**src/rtl/msg_rd_buf_pkg.sv**
```systemverilog
package msg_rd_buf_pkg;
  typedef enum logic {
    HALF_HI_ADDR = 1'b0,
    HALF_LO_ADDR = 1'b1
  } half_addr_e;
endpackage

```
**src/rtl/msg_word_store.sv**
```systemverilog
module msg_word_store #(
  parameter int WORD_W = 32
) (
  input  logic              clk_i,
  input  logic              rst_ni,
  input  logic              load_i,
  input  logic [WORD_W-1:0] load_data_i,
  output logic [WORD_W-1:0] word_o
);
  logic [WORD_W-1:0] word_q;

  always_ff @(posedge clk_i or negedge rst_ni) begin
    if (!rst_ni)     word_q <= '0;
    else if (load_i) word_q <= load_data_i;
  end

  assign word_o = word_q;

  p_load_store_r5: assert property (@(posedge clk_i) disable iff (!rst_ni)
    load_i |=> word_o == $past(load_data_i));
  p_no_load_keep_r7: assert property (@(posedge clk_i) disable iff (!rst_ni)
    !load_i |=> $stable(word_o));
endmodule

```
**src/rtl/msg_rd_decode.sv**
```systemverilog
module msg_rd_decode
  import msg_rd_buf_pkg::*;
#(
  parameter int BE_W = 2
) (
  input  logic            clk_i,
  input  logic            rst_ni,
  input  logic            rd_i,
  input  logic            wr_i,
  input  logic            addr_i,
  input  logic [BE_W-1:0] be_i,
  output logic            up_rd_o,
  output logic            lo_rd_o
);
  logic full_acc;
  logic rd_ok;

  // partial-width and write cycles never qualify
  assign full_acc = &be_i;
  assign rd_ok    = rd_i & ~wr_i & full_acc;
  assign up_rd_o  = rd_ok & (half_addr_e'(addr_i) == HALF_HI_ADDR);
  assign lo_rd_o  = rd_ok & (half_addr_e'(addr_i) == HALF_LO_ADDR);

  p_one_access_r8: assert property (@(posedge clk_i) disable iff (!rst_ni)
    $onehot0({up_rd_o, lo_rd_o}));
  p_write_no_read_r7: assert property (@(posedge clk_i) disable iff (!rst_ni)
    wr_i |-> !(up_rd_o || lo_rd_o));
endmodule

```
**src/rtl/msg_snapshot.sv**
```systemverilog
module msg_snapshot #(
  parameter int HALF_W = 16
) (
  input  logic              clk_i,
  input  logic              rst_ni,
  input  logic              up_rd_i,
  input  logic              lo_rd_i,
  input  logic [HALF_W-1:0] hi_half_i,
  input  logic [HALF_W-1:0] lo_half_i,
  output logic [HALF_W-1:0] rd_data_o
);
  logic [HALF_W-1:0] hold_q;
  logic [HALF_W-1:0] rd_q;

  always_ff @(posedge clk_i or negedge rst_ni) begin
    if (!rst_ni) begin
      hold_q <= '0;
      rd_q   <= '0;
    end else if (up_rd_i) begin
      rd_q   <= hi_half_i;
      hold_q <= lo_half_i;  // pair the low half with this upper read
    end else if (lo_rd_i) begin
      rd_q   <= hold_q;
    end else begin
      rd_q   <= '0;
    end
  end

  assign rd_data_o = rd_q;

  p_upper_data_r2: assert property (@(posedge clk_i) disable iff (!rst_ni)
    up_rd_i |=> rd_data_o == $past(hi_half_i));
  p_lower_data_r3: assert property (@(posedge clk_i) disable iff (!rst_ni)
    lo_rd_i |=> rd_data_o == $past(hold_q));
  p_hold_kept_r4: assert property (@(posedge clk_i) disable iff (!rst_ni)
    !up_rd_i |=> hold_q == $past(hold_q));
endmodule

```
**src/rtl/msg_rd_buf.sv**
```systemverilog
module msg_rd_buf #(
  parameter int WORD_W = 32
) (
  input  logic                clk_i,
  input  logic                rst_ni,
  input  logic                load_i,
  input  logic [WORD_W-1:0]   load_data_i,
  input  logic                rd_i,
  input  logic                wr_i,
  input  logic                addr_i,
  input  logic [WORD_W/16-1:0] be_i,
  output logic [WORD_W/2-1:0] rd_data_o
);
  localparam int HALF_W = WORD_W / 2;
  localparam int BE_W   = HALF_W / 8;

  logic [WORD_W-1:0] word;
  logic              up_rd;
  logic              lo_rd;

  msg_word_store #(.WORD_W(WORD_W)) u_store (
    .clk_i       (clk_i),
    .rst_ni      (rst_ni),
    .load_i      (load_i),
    .load_data_i (load_data_i),
    .word_o      (word)
  );

  msg_rd_decode #(.BE_W(BE_W)) u_decode (
    .clk_i   (clk_i),
    .rst_ni  (rst_ni),
    .rd_i    (rd_i),
    .wr_i    (wr_i),
    .addr_i  (addr_i),
    .be_i    (be_i),
    .up_rd_o (up_rd),
    .lo_rd_o (lo_rd)
  );

  msg_snapshot #(.HALF_W(HALF_W)) u_snap (
    .clk_i     (clk_i),
    .rst_ni    (rst_ni),
    .up_rd_i   (up_rd),
    .lo_rd_i   (lo_rd),
    .hi_half_i (word[WORD_W-1:HALF_W]),
    .lo_half_i (word[HALF_W-1:0]),
    .rd_data_o (rd_data_o)
  );

  p_partial_zero_r6: assert property (@(posedge clk_i) disable iff (!rst_ni)
    (rd_i && !(&be_i)) |=> rd_data_o == '0);
  p_write_ignored_r7: assert property (@(posedge clk_i) disable iff (!rst_ni)
    wr_i |=> rd_data_o == '0);
  p_idle_zero_r8: assert property (@(posedge clk_i) disable iff (!rst_ni)
    !rd_i |=> rd_data_o == '0);
endmodule

```
**config.mk**
```make
export PLATFORM = sky130hd
export DESIGN_NAME = msg_rd_buf
export DESIGN_NICKNAME = d
export VERILOG_FILES = /design/src/rtl/msg_rd_buf_pkg.sv /design/src/rtl/msg_word_store.sv /design/src/rtl/msg_rd_decode.sv /design/src/rtl/msg_snapshot.sv /design/src/rtl/msg_rd_buf.sv
export SDC_FILE = /design/constraint.sdc
export NUM_CORES = 1
export LEC_CHECK = 0
export BUFFER_PORTS_ARGS = -buffer_cell sky130_fd_sc_hd__buf_2
export CORE_AREA = 5 5 90 92
export DETAILED_ROUTE_END_ITERATION = 6
export DIE_AREA = 0 0 95 97
export SYNTH_ARGS = -nofsm -noshare
export SYNTH_HDL_FRONTEND = slang
export SYNTH_SLANG_ARGS = --single-unit
```
**constraint.sdc**
```tcl
create_clock -name clk_i -period 1.05 [get_ports clk_i]
set_input_delay 0.21 -clock clk_i [delete_from_list [all_inputs] [get_ports clk_i]]
set_output_delay 0.21 -clock clk_i [all_outputs]
set_load 0.01 [all_outputs]
```
==> results.rst <==
.. list-table::
   :header-rows: 1

   * - Metric
     - Value
   * - Outcome
     - finished, violations left
   * - Failing checks
     - negative setup slack
   * - Critical path class
     - register to output port
   * - Number of setup violations in the final report
     - 2
   * - CTS H-Tree Depth
     - 3
   * - Power share of the combinational group
     - 0.104
   * - HP Class
     - primary input to register
   * - Clock period minus final worst setup slack
     - 1.08 ns
   * - Net switching component of the power
     - 0.00128 W
   * - Placer's final routability congestion estimate
     - 0.719
   * - Commonest non-fill, non-tap cells in the layout
     - sky130_fd_sc_hd__dfrtp_1, sky130_fd_sc_hd__buf_2, sky130_fd_sc_hd__mux2_2
   * - Worst endpoint data arrival time
     - 0.87 ns
   * - Number of distinct library cells after synthesis
     - 12
   * - Setup_tns
     - -0.0305 ns
   * - Transition time at the pin with the least slew margin
     - 0.326 ns
   * - Required time of the critical path
     - 0.84 ns
   * - Register bit total from synthesis
     - 64
   * - Largest net degree at the start of global routing
     - 65
   * - Post-DR vias/cell
     - 4.49
   * - Via count of the first global-routing pass
     - 1479
   * - Overall overflow remaining after global route
     - 0
   * - Cell taking the most area after synthesis
     - sky130_fd_sc_hd__dfrtp_1
   * - Most common cell after layout, fill and taps aside
     - sky130_fd_sc_hd__dfrtp_1
   * - Num CTS Buffers
     - 9
   * - Inserted Diodes
     - 0
   * - Total number of placement rows
     - 31
   * - I/O pins
     - 56
   * - Cell-internal power
     - 0.00458 W
   * - Gate count after technology mapping
     - 141
   * - Fraction of final layout cells with drive strength greater than 1
     - 0.604
   * - Initial antenna violation count
     - 0
   * - Fraction of power consumed by the clock network
     - 0.392
   * - Register clock-pin slew on the reported worst setup and hold paths
     - 0.07 ns
   * - GRT Total Usage
     - 0.106
   * - Startpoint type of the worst setup path
     - register
   * - Iter 0 DRT Violations
     - 56
   * - Max-slew violation count
     - 0
   * - Cell Area, Synth
     - 0.00245 mm^2
   * - Max IR drop VDD
     - 0.000634 V
   * - Crit-path leading delay family
     - flip-flops
   * - Net count after synthesis
     - 181
   * - Ordered cell list for the critical path
     - buf_2
   * - Number of nets with antenna violations after routing
     - 0
   * - Clock sink total
     - 64
   * - PwrDens
     - 1870 mW/mm^2
   * - Total design power
     - 0.00586 W
   * - Slack of the worst reg-to-reg path
     - 0.26 ns
   * - Detailed placement HPWL
     - 3.20 mm
   * - Number of failing hold endpoints at the final stage
     - 0
   * - Mapped Avg Cell Area
     - 17.4 um^2
   * - Switching share of power
     - 0.219
   * - Register share of total power
     - 0.503
   * - Maximum capacitance violations
     - 0
   * - Routed wire length per instance
     - 14.4 um
   * - Top area cells in the synthesized netlist
     - sky130_fd_sc_hd__dfrtp_1, sky130_fd_sc_hd__mux2_2, sky130_fd_sc_hd__mux2_4
   * - CTS max path bufs
     - 2
   * - Wire length after detailed routing
     - 4.47 mm
   * - Initial core utilization
     - 0.343
   * - Count of input and output buffers
     - 55
   * - Global-route wire length before repair
     - 7.31 mm
   * - Nature of the critical path endpoint
     - output port
   * - Layout overhead on the synthesized area
     - 27.6%
   * - Share of the clock period used by the worst path
     - 1.02
   * - Final setup margin
     - -0.0257 ns
   * - Area of the core
     - 0.00714 mm^2
   * - Share of synthesized area occupied by flip-flops and latches
     - 0.654
   * - Skew final
     - 0.00501 ns
   * - Worst-Skew Late Latency
     - 0.33 ns
   * - Vert. Die Dim
     - 97 um
   * - Reported leakage power
     - 1.51 nW
   * - Maximum frequency from static timing analysis
     - 930 MHz
   * - Die area
     - 0.00922 mm^2
   * - First-pass DRT Iterations
     - 3
   * - Number of inserted filler cells in the final layout
     - 668
   * - Die Span X
     - 95 um
   * - Number of buffers and inverters on the critical path
     - 1
   * - Biggest fanout along the worst timing path
     - 1
   * - DRC violations left
     - 0
   * - Max transition margin
     - 0.783
   * - Core occupancy in the finished layout
     - 0.438
   * - Crit-path max cell delay
     - 0.39 ns
   * - Yosys warning total
     - 0
   * - Library cell used as clock root buffer
     - sky130_fd_sc_hd__clkbuf_8
   * - Slowest-stage cell, CP
     - sky130_fd_sc_hd__dfrtp_1
   * - Setup repair after global routing missed its margin
     - yes
   * - Number of nets in the layout
     - 247
   * - Clock tree from TritonCTS
     - yes
   * - Share of the synthesized area in the top cell type
     - 0.654
   * - Vias post-DR
     - 1395
   * - Post-CTS Repair Setup Buffers
     - 0
## power groups by stage
stage | Combinational, W | Clock (W) | Sequential, W
after floorplan | 0.000417 | 0 | 0.00293
after global placement | 0.000604 | 0 | 0.00299
after detailed placement | 0.000620 | 0 | 0.00300
after CTS | 0.000625 | 0.00237 | 0.00295
after global routing | 0.000667 | 0.00246 | 0.00298
final | 0.000611 | 0.00230 | 0.00295
## cells by family (layout without fill, tap and decap cells)
| kind of cell | after synthesis | in the layout | synth area share |
|---|---|---|---|
| and+or+nand+nor | 3 | 3 | 0.0133 |
| muxes | 48 | 48 | 0.242 |
| DFF | 64 | 64 | 0.654 |
| AOI/OAI and AO/OA | 16 | 16 | 0.0572 |
| buffers and inverters | 10 | 81 | 0.0337 |
## per-layer routing
layer / vias to the layer above / track usage / wire (um)
met1: 709 / 0.126 / 1960
met4: 0 / 0.0566 / 89
li1: 642 / - / -
met5: - / 0 / 0
met2: 37 / 0.163 / 2180
met3: 7 / 0.0396 / 240
## registers in the layout (all words and copies together) (netlist names)
register          flops
u_store.word_o       32
u_snap.hold_q        16
u_snap.rd_data_o     16
## stage by stage
stage	area [um^2]	std cells	setup WS [ns]	hold WS, ns
3_3_place_gp	2900	294	-0.270	0.250
5_1_grt	3130	311	-0.0696	0.0864
3_5_place_dp	2900	294	-0.290	0.252
2_1_floorplan	2460	141	-0.125	-0.0856
6_report	3130	311	-0.0257	0.0981
4_1_cts	3130	311	-0.0605	0.0849
## layout make-up
type,instances,area (um^2),share of cell area
Multi-Input combinational cell,67,766,0.245
Clock buffer,10,138,0.0440
Sequential cell,64,1600,0.512
Clock inverter,6,82.6,0.0264
Timing Repair Buffer,65,415,0.133
Tap cell,99,124,0.0396
## path summary, 6_finish.rpt
| kind | depth (start not counted) | endpoint | start |
|---|---|---|---|
| max in group asynchronous | 3 | u_store.word_o[8] | rst_ni |
| worst max register to register | 1 | u_snap.hold_q[13] | u_snap.hold_q[13] |
| worst min register to register | 1 | u_snap.rd_data_o[5] | u_store.word_o[21] |
| worst max-delay path | 1 | rd_data_o[3] | u_snap.rd_data_o[3] |
| worst min-delay path | 2 | u_store.word_o[29] | load_data_i[29] |
| min in group asynchronous | 3 | u_snap.rd_data_o[4] | rst_ni |
## Yosys cell counts
cell                       instances
sky130_fd_sc_hd__and4b_1           1
sky130_fd_sc_hd__buf_2             5
sky130_fd_sc_hd__a22o_1           16
sky130_fd_sc_hd__and4_1            1
sky130_fd_sc_hd__nor2b_4           1
sky130_fd_sc_hd__buf_6             3
sky130_fd_sc_hd__mux2_4           14
sky130_fd_sc_hd__clkbuf_1          1
sky130_fd_sc_hd__buf_12            1
sky130_fd_sc_hd__dfrtp_1          64
sky130_fd_sc_hd__mux2_1            1
sky130_fd_sc_hd__mux2_2           33
## repair_timing
| action | in CTS | in global routing |
|---|---|---|
| hold buffers | 1 | 0 |
| setup endpoints to repair | 10 | 16 |
| resized for setup | 0 | 0 |
| endpoints found under the hold margin | 64 | 0 |
Note: power is estimated with default switching activity, not from simulation.
